**src/rtl/psr_pkg.sv**
```systemverilog
package psr_pkg;
  localparam int PSR_W      = 32;
  localparam int FLAG_HI    = 31;
  localparam int FLAG_LO    = 28;
  localparam int FLAG_W     = FLAG_HI - FLAG_LO + 1;
  localparam int MODE_W     = 5;
  localparam int NUM_BANKS  = 5;
  localparam int BANK_IDX_W = $clog2(NUM_BANKS);

  localparam logic [PSR_W-1:0] PSR_RESET = 32'h0000_00D3;

  typedef enum logic [MODE_W-1:0] {
    M_USR26 = 5'b00000, M_FIQ26 = 5'b00001, M_IRQ26 = 5'b00010, M_SVC26 = 5'b00011,
    M_USR   = 5'b10000, M_FIQ   = 5'b10001, M_IRQ   = 5'b10010, M_SVC   = 5'b10011,
    M_ABT   = 5'b10111, M_UND   = 5'b11011
  } mode_e;

  localparam logic [BANK_IDX_W-1:0] BK_SVC = 3'd0;
  localparam logic [BANK_IDX_W-1:0] BK_IRQ = 3'd1;
  localparam logic [BANK_IDX_W-1:0] BK_ABT = 3'd2;
  localparam logic [BANK_IDX_W-1:0] BK_UND = 3'd3;
  localparam logic [BANK_IDX_W-1:0] BK_FIQ = 3'd4;

  function automatic logic mode_is_legal(input logic [MODE_W-1:0] m);
    case (m)
      M_USR26, M_FIQ26, M_IRQ26, M_SVC26,
      M_USR, M_FIQ, M_IRQ, M_SVC, M_ABT, M_UND: return 1'b1;
      default:                                  return 1'b0;
    endcase
  endfunction
endpackage

```
**src/rtl/psr_mode_decode.sv**
```systemverilog
module psr_mode_decode
  import psr_pkg::*;
(
  input  logic [MODE_W-1:0]     mode,
  output logic                  legal,
  output logic                  priv,
  output logic [BANK_IDX_W-1:0] bank
);
  always_comb begin
    legal = mode_is_legal(mode);
    priv  = 1'b1;
    bank  = BK_SVC;
    case (mode)
      M_USR26, M_USR: priv = 1'b0;
      M_FIQ26, M_FIQ: bank = BK_FIQ;
      M_IRQ26, M_IRQ: bank = BK_IRQ;
      M_SVC26, M_SVC: bank = BK_SVC;
      M_ABT:          bank = BK_ABT;
      M_UND:          bank = BK_UND;
      default:        priv = 1'b0;
    endcase
  end
endmodule

```
**src/rtl/psr_saved_bank.sv**
```systemverilog
module psr_saved_bank
  import psr_pkg::*;
#(
  parameter int NB = NUM_BANKS,
  parameter int W  = PSR_W,
  localparam int IW = (NB > 1) ? $clog2(NB) : 1
) (
  input  logic          clk,
  input  logic          rst_n,
  input  logic          wr_en,
  input  logic          wr_flags_only,
  input  logic [IW-1:0] sel,
  input  logic [W-1:0]  wr_data,
  output logic [W-1:0]  rd_data
);
  logic [W-1:0] bank_q [NB];

  for (genvar g = 0; g < NB; g++) begin : g_bank
    always_ff @(posedge clk) begin
      if (!rst_n) begin
        bank_q[g] <= '0;
      end else if (wr_en && sel == IW'(g)) begin
        if (wr_flags_only) bank_q[g][FLAG_HI:FLAG_LO] <= wr_data[FLAG_HI:FLAG_LO];
        else               bank_q[g] <= wr_data;
      end
    end
  end

  always_comb begin
    rd_data = '0;
    for (int i = 0; i < NB; i++) begin
      if (sel == IW'(i)) rd_data = bank_q[i];
    end
  end
endmodule

```
**src/rtl/psr_current_reg.sv**
```systemverilog
module psr_current_reg
  import psr_pkg::*;
(
  input  logic              clk,
  input  logic              rst_n,
  input  logic              wr_en,
  input  logic              wr_flags_only,
  input  logic [PSR_W-1:0]  wr_data,
  input  logic              priv,
  input  logic              flag_set,
  input  logic [FLAG_W-1:0] flag_nzcv,
  output logic [PSR_W-1:0]  cur_q,
  output logic              wr_reject
);
  logic flags_path;

  assign flags_path = wr_flags_only || !priv;
  assign wr_reject  = wr_en && !flags_path && !mode_is_legal(wr_data[MODE_W-1:0]);

  always_ff @(posedge clk) begin
    if (!rst_n) begin
      cur_q <= PSR_RESET;
    end else if (wr_en) begin
      if (flags_path)      cur_q[FLAG_HI:FLAG_LO] <= wr_data[FLAG_HI:FLAG_LO];
      else if (!wr_reject) cur_q <= wr_data;
    end else if (flag_set) begin
      cur_q[FLAG_HI:FLAG_LO] <= flag_nzcv;
    end
  end


  flagsonly_keep_ctrl_chk: assert property (@(posedge clk) disable iff (!rst_n)
    wr_en && wr_flags_only |=> cur_q[FLAG_LO-1:0] == $past(cur_q[FLAG_LO-1:0])
                               && cur_q[FLAG_HI:FLAG_LO] == $past(wr_data[FLAG_HI:FLAG_LO]));


  user_ctrl_locked_chk: assert property (@(posedge clk) disable iff (!rst_n)
    wr_en && !priv |=> cur_q[FLAG_LO-1:0] == $past(cur_q[FLAG_LO-1:0]));


  reject_holds_chk: assert property (@(posedge clk) disable iff (!rst_n)
    wr_reject |=> $stable(cur_q));


  idle_hold_chk: assert property (@(posedge clk) disable iff (!rst_n)
    !wr_en && !flag_set |=> $stable(cur_q));


  flag_load_chk: assert property (@(posedge clk) disable iff (!rst_n)
    !wr_en && flag_set |=> cur_q[FLAG_HI:FLAG_LO] == $past(flag_nzcv)
                           && cur_q[FLAG_LO-1:0] == $past(cur_q[FLAG_LO-1:0]));
endmodule

```
**src/rtl/psr_bank.sv**
```systemverilog
module psr_bank
  import psr_pkg::*;
(
  input  logic        clk,
  input  logic        rst_n,
  input  logic        wr_valid,
  input  logic        wr_target,
  input  logic        wr_flags_only,
  input  logic [31:0] wr_data,
  input  logic        rd_req,
  input  logic        rd_target,
  output logic [31:0] rd_data,
  input  logic        flag_set,
  input  logic [3:0]  flag_nzcv,
  output logic [31:0] cur_status,
  output logic        access_err
);
  logic [PSR_W-1:0]      cur_q, sav_rd;
  logic                  cur_legal, cur_priv, cur_reject;
  logic [BANK_IDX_W-1:0] cur_bank;
  logic                  cur_wr, sav_req, sav_ok, sav_err, rd_err;

  psr_mode_decode u_dec (
    .mode  (cur_q[MODE_W-1:0]),
    .legal (cur_legal),
    .priv  (cur_priv),
    .bank  (cur_bank)
  );

  assign cur_wr = wr_valid && !wr_target;

  psr_current_reg u_cur (
    .clk           (clk),
    .rst_n         (rst_n),
    .wr_en         (cur_wr),
    .wr_flags_only (wr_flags_only),
    .wr_data       (wr_data),
    .priv          (cur_priv),
    .flag_set      (flag_set),
    .flag_nzcv     (flag_nzcv),
    .cur_q         (cur_q),
    .wr_reject     (cur_reject)
  );

  assign sav_req = wr_valid && wr_target;
  assign sav_ok  = cur_priv && (wr_flags_only || mode_is_legal(wr_data[MODE_W-1:0]));
  assign sav_err = sav_req && !sav_ok;
  assign rd_err  = rd_req && rd_target && !cur_priv;

  psr_saved_bank #(.NB(NUM_BANKS), .W(PSR_W)) u_sav (
    .clk           (clk),
    .rst_n         (rst_n),
    .wr_en         (sav_req && sav_ok),
    .wr_flags_only (wr_flags_only),
    .sel           (cur_bank),
    .wr_data       (wr_data),
    .rd_data       (sav_rd)
  );

  assign rd_data    = !rd_target ? cur_q : (cur_priv ? sav_rd : '0);
  assign cur_status = cur_q;
  assign access_err = cur_reject || sav_err || rd_err;


  user_saved_read_chk: assert property (@(posedge clk) disable iff (!rst_n)
    rd_req && rd_target && !cur_priv |-> rd_data == '0 && access_err);


  mode_always_legal_chk: assert property (@(posedge clk) disable iff (!rst_n)
    cur_legal);


  write_beats_flags_chk: assert property (@(posedge clk) disable iff (!rst_n)
    cur_wr && wr_flags_only && flag_set |=> cur_status[31:28] == $past(wr_data[31:28]));
endmodule

```
**config.mk**
```make
export PLATFORM = sky130hd
export DESIGN_NAME = psr_bank
export DESIGN_NICKNAME = d
export VERILOG_FILES = /design/src/rtl/psr_pkg.sv /design/src/rtl/psr_mode_decode.sv /design/src/rtl/psr_saved_bank.sv /design/src/rtl/psr_current_reg.sv /design/src/rtl/psr_bank.sv
export SDC_FILE = /design/constraint.sdc
export NUM_CORES = 1
export LEC_CHECK = 0
export ABC_CLOCK_PERIOD_IN_PS = 9300
export BUFFER_PORTS_ARGS = -buffer_cell sky130_fd_sc_hd__buf_2
export CORE_AREA = 2 2 158 160
export DETAILED_ROUTE_END_ITERATION = 8
export DIE_AREA = 0 0 160 162
export SLEW_MARGIN = 15
export SYNTH_ARGS = -nofsm -noshare
export SYNTH_HDL_FRONTEND = slang
export SYNTH_SLANG_ARGS = --single-unit
```
**constraint.sdc**
```tcl
create_clock -name clk -period 9.3 [get_ports clk]
set_input_delay 0.93 -clock clk [delete_from_list [all_inputs] [get_ports clk]]
set_output_delay 0.93 -clock clk [all_outputs]
set_load 0.01 [all_outputs]
```
==> results.json <==
{
  "crit_arrival_ns": 3.60,
  "synth_ff_type": "edfxtp_1",
  "routed-wl-met3_um": 1940,
  "critical_path.endpoint_type": "output pin",
  "fin_crit_ns": 4.53,
  "cts_tree": "built",
  "m1WireLength_um": 12700,
  "netlist_area_um2": 9520,
  "pin_count": 109,
  "finalHoldViolations": 0,
  "drive_gt1_share_pct": 18.3,
  "clk_latency_ns": 0.44,
  "cp-start-kind": "flop",
  "antenna_found_initial": 1,
  "first_global_vias": 7162,
  "skew_ns": 0.0107,
  "final_common_cell": "edfxtp_1",
  "tightest_slew_ns": 1.16,
  "required_ns": 8.37,
  "chipHeight_um": 162,
  "hold_ws_ns": 0.491,
  "drc": 0,
  "synth_nets": 962,
  "dpl.hpwl_um": 16000,
  "final_cells": 1315,
  "antenna_cells": 0,
  "postCtsSetupBuffers": 0,
  "syn-instance-count": 918,
  "ys_seq_area_share_pct": 57.2,
  "grt_max_degree": 66,
  "rr_startpoint": "u_cur.cur_q[2]$_SDFFE_PN0P_",
  "nNetsFinal": 1022,
  "routabilityCongestion": 0.796,
  "grtUsageTotal_pct": 21.7,
  "ys_types": 40,
  "filler_cell_count": 2338,
  "total_power_mw": 1.87,
  "yosys_warnings": 0,
  "initial_core_util_pct": 39.5,
  "crit_end": "rd_data[16]",
  "drtIter0Drc": 731,
  "hold_path.class": "reg2reg",
  "cts_buffer_depth": 2,
  "grt_pass1_wl_um": 42700,
  "routed_via_density": 5.67,
  "r2r-end": "u_sav.bank_q[2][13]$_SDFFCE_PN0P_",
  "layout_setup_ws_ns": 4.77,
  "fin_util_pct": 45.0,
  "drv_slew": 0,
  "crit_fanout": 62,
  "layout_common_cells": "edfxtp_1, o21ai_0, buf_2, and2_1, nand2_1",
  "firstDrtPassIters": 5,
  "cts_max_level": 4,
  "routed.top_layer": "met4",
  "wl_met2_um": 13000,
  "syn_to_final_growth_pct": 13.9,
  "synthArstFlopShare_pct": 0,
  "die_w_um": 160,
  "die_area_um2": 25900,
  "clkTransAtPathRegs_ns": 0.07,
  "setup.worst_path.start": "u_cur.cur_q[2]$_SDFFE_PN0P_",
  "place_area_um2": 10300,
  "cts_buffers": 17,
  "portBuffers": 108,
  "p_leak_nw": 3.90,
  "synth_edf_count": 160,
  "ant_nets": 0,
  "ctsResizeCount": 0,
  "power_density_nw_per_um2": 172,
  "r2r_cells": 7,
  "maxCapViolCount": 0,
  "overflow": 0,
  "setup_viol": 0,
  "syn_avg_cell_area_um2": 10.4,
  "fin_area_um2": 10800,
  "clk_root_buffer_cell": "clkbuf_16",
  "row_count": 57,
  "coreArea_um2": 24100,
  "synth_seq_cells": 192,
  "status": "finished clean",
  "fin_crit_sh_pct": 48.7,
  "vias": 7455,
  "fmax_mhz": 221,
  "rrSetupSlack_ns": 5.88,
  "max-slew-margin-rel_pct": 22.7,
  "placedCellCount": 1283,
  "routed_wl_um": 27900,
  "post-place-ws_ns": 5.02,
  "cts_num_sinks": 192,
  "rsz0062_at_grt": "no",
  "setup_tns_ns": 0,
  "max-vdd-ir-drop_mv": 0.108,
  "post_cts_hold_buffer_count": 0,
  "wl_per_cell_um": 21.2,
  "crit_type": "reg2out"
}
[cells by family after synthesis]
| logic type | count (synthesis) | share of synthesized area [%] |
|---|---|---|
| DFF | 192 | 57.2 |
| buffers and inverters | 150 | 6.94 |
| adders and majority gates | 1 | 0.118 |
| and+or+nand+nor | 297 | 16.6 |
| AOI/OAI and AO/OA | 278 | 19.2 |
[synthesized netlist by cell type, types with 4 or more instances]
| master | number | area, um2 |
|---|---|---|
| nand2_1 | 78 | 293 |
| o32ai_1 | 32 | 280 |
| o21ai_0 | 110 | 551 |
| and2_1 | 85 | 532 |
| nor3_1 | 70 | 350 |
| dfxtp_1 | 32 | 641 |
| a31oi_1 | 4 | 25.0 |
| nor2_1 | 11 | 41.3 |
| a21boi_1 | 20 | 150 |
| buf_2 | 26 | 130 |
| a221oi_1 | 32 | 280 |
| o311ai_1 | 5 | 43.8 |
| edfxtp_1 | 160 | 4800 |
| a21oi_1 | 33 | 165 |
| nand3_1 | 33 | 165 |
| a211oi_1 | 32 | 240 |
| clkbuf_1 | 53 | 199 |
| inv_1 | 60 | 225 |
| buf_6 | 7 | 78.8 |
[worst max-delay path, cell delays in order, from the launching register on]
cell and delay, ns:
dfxtp_1 0.61, nand2b_2 0.20, buf_4 0.51, a21o_2 0.26
and3_2 0.74, a211oi_1 0.22, o32ai_1 0.38, buf_2 0.20
[state kept, by name (all words and copies together), names as in the netlist]
register and cells:
u_sav.bank_q 160, u_cur.cur_q 32
[power breakdown]
part / internal, mW / switching (mW)
registers: 0.960 / 0.0105
logic: 0.0520 / 0.117
clock network: 0.408 / 0.322
total: 1.42 / 0.450
[worst min-delay path by stage]
| stage | depth (start not counted) | endpoint | from | slack, ns |
|---|---|---|---|---|
| 2_1_floorplan | 2 | u_cur.cur_q[10]$_SDFFE_PN0P_ | u_cur.cur_q[10]$_SDFFE_PN0P_ | 0.51 |
| 3_3_place_gp | 2 | u_cur.cur_q[18]$_SDFFE_PN0P_ | u_cur.cur_q[18]$_SDFFE_PN0P_ | 0.48 |
| 3_5_place_dp | 2 | u_cur.cur_q[20]$_SDFFE_PN0P_ | u_cur.cur_q[20]$_SDFFE_PN0P_ | 0.48 |
| 4_1_cts | 2 | u_cur.cur_q[20]$_SDFFE_PN0P_ | u_cur.cur_q[20]$_SDFFE_PN0P_ | 0.49 |
| 5_1_grt | 2 | u_cur.cur_q[19]$_SDFFE_PN0P_ | u_cur.cur_q[19]$_SDFFE_PN0P_ | 0.51 |
| 6_report | 2 | u_cur.cur_q[20]$_SDFFE_PN0P_ | u_cur.cur_q[20]$_SDFFE_PN0P_ | 0.49 |
[area by class of cell]
cell class | instances | area (um2) | area share [%]
Clock inverter | 11 | 114 | 1.05
Tap cell | 324 | 405 | 3.74
Sequential cell | 192 | 5450 | 50.2
Inverter | 60 | 225 | 2.08
Multi-Input combinational cell | 576 | 3490 | 32.1
Timing Repair Buffer | 131 | 713 | 6.57
Clock buffer | 21 | 460 | 4.24
[per-layer routing]
layer  track usage [%]  up-vias
li1                  -     3499
met1              30.6     3650
met2              35.1      286
met3              3.86       20
met4              5.12        0
met5                 0        -
No activity file was read; power rests on OpenSTA's default activity.
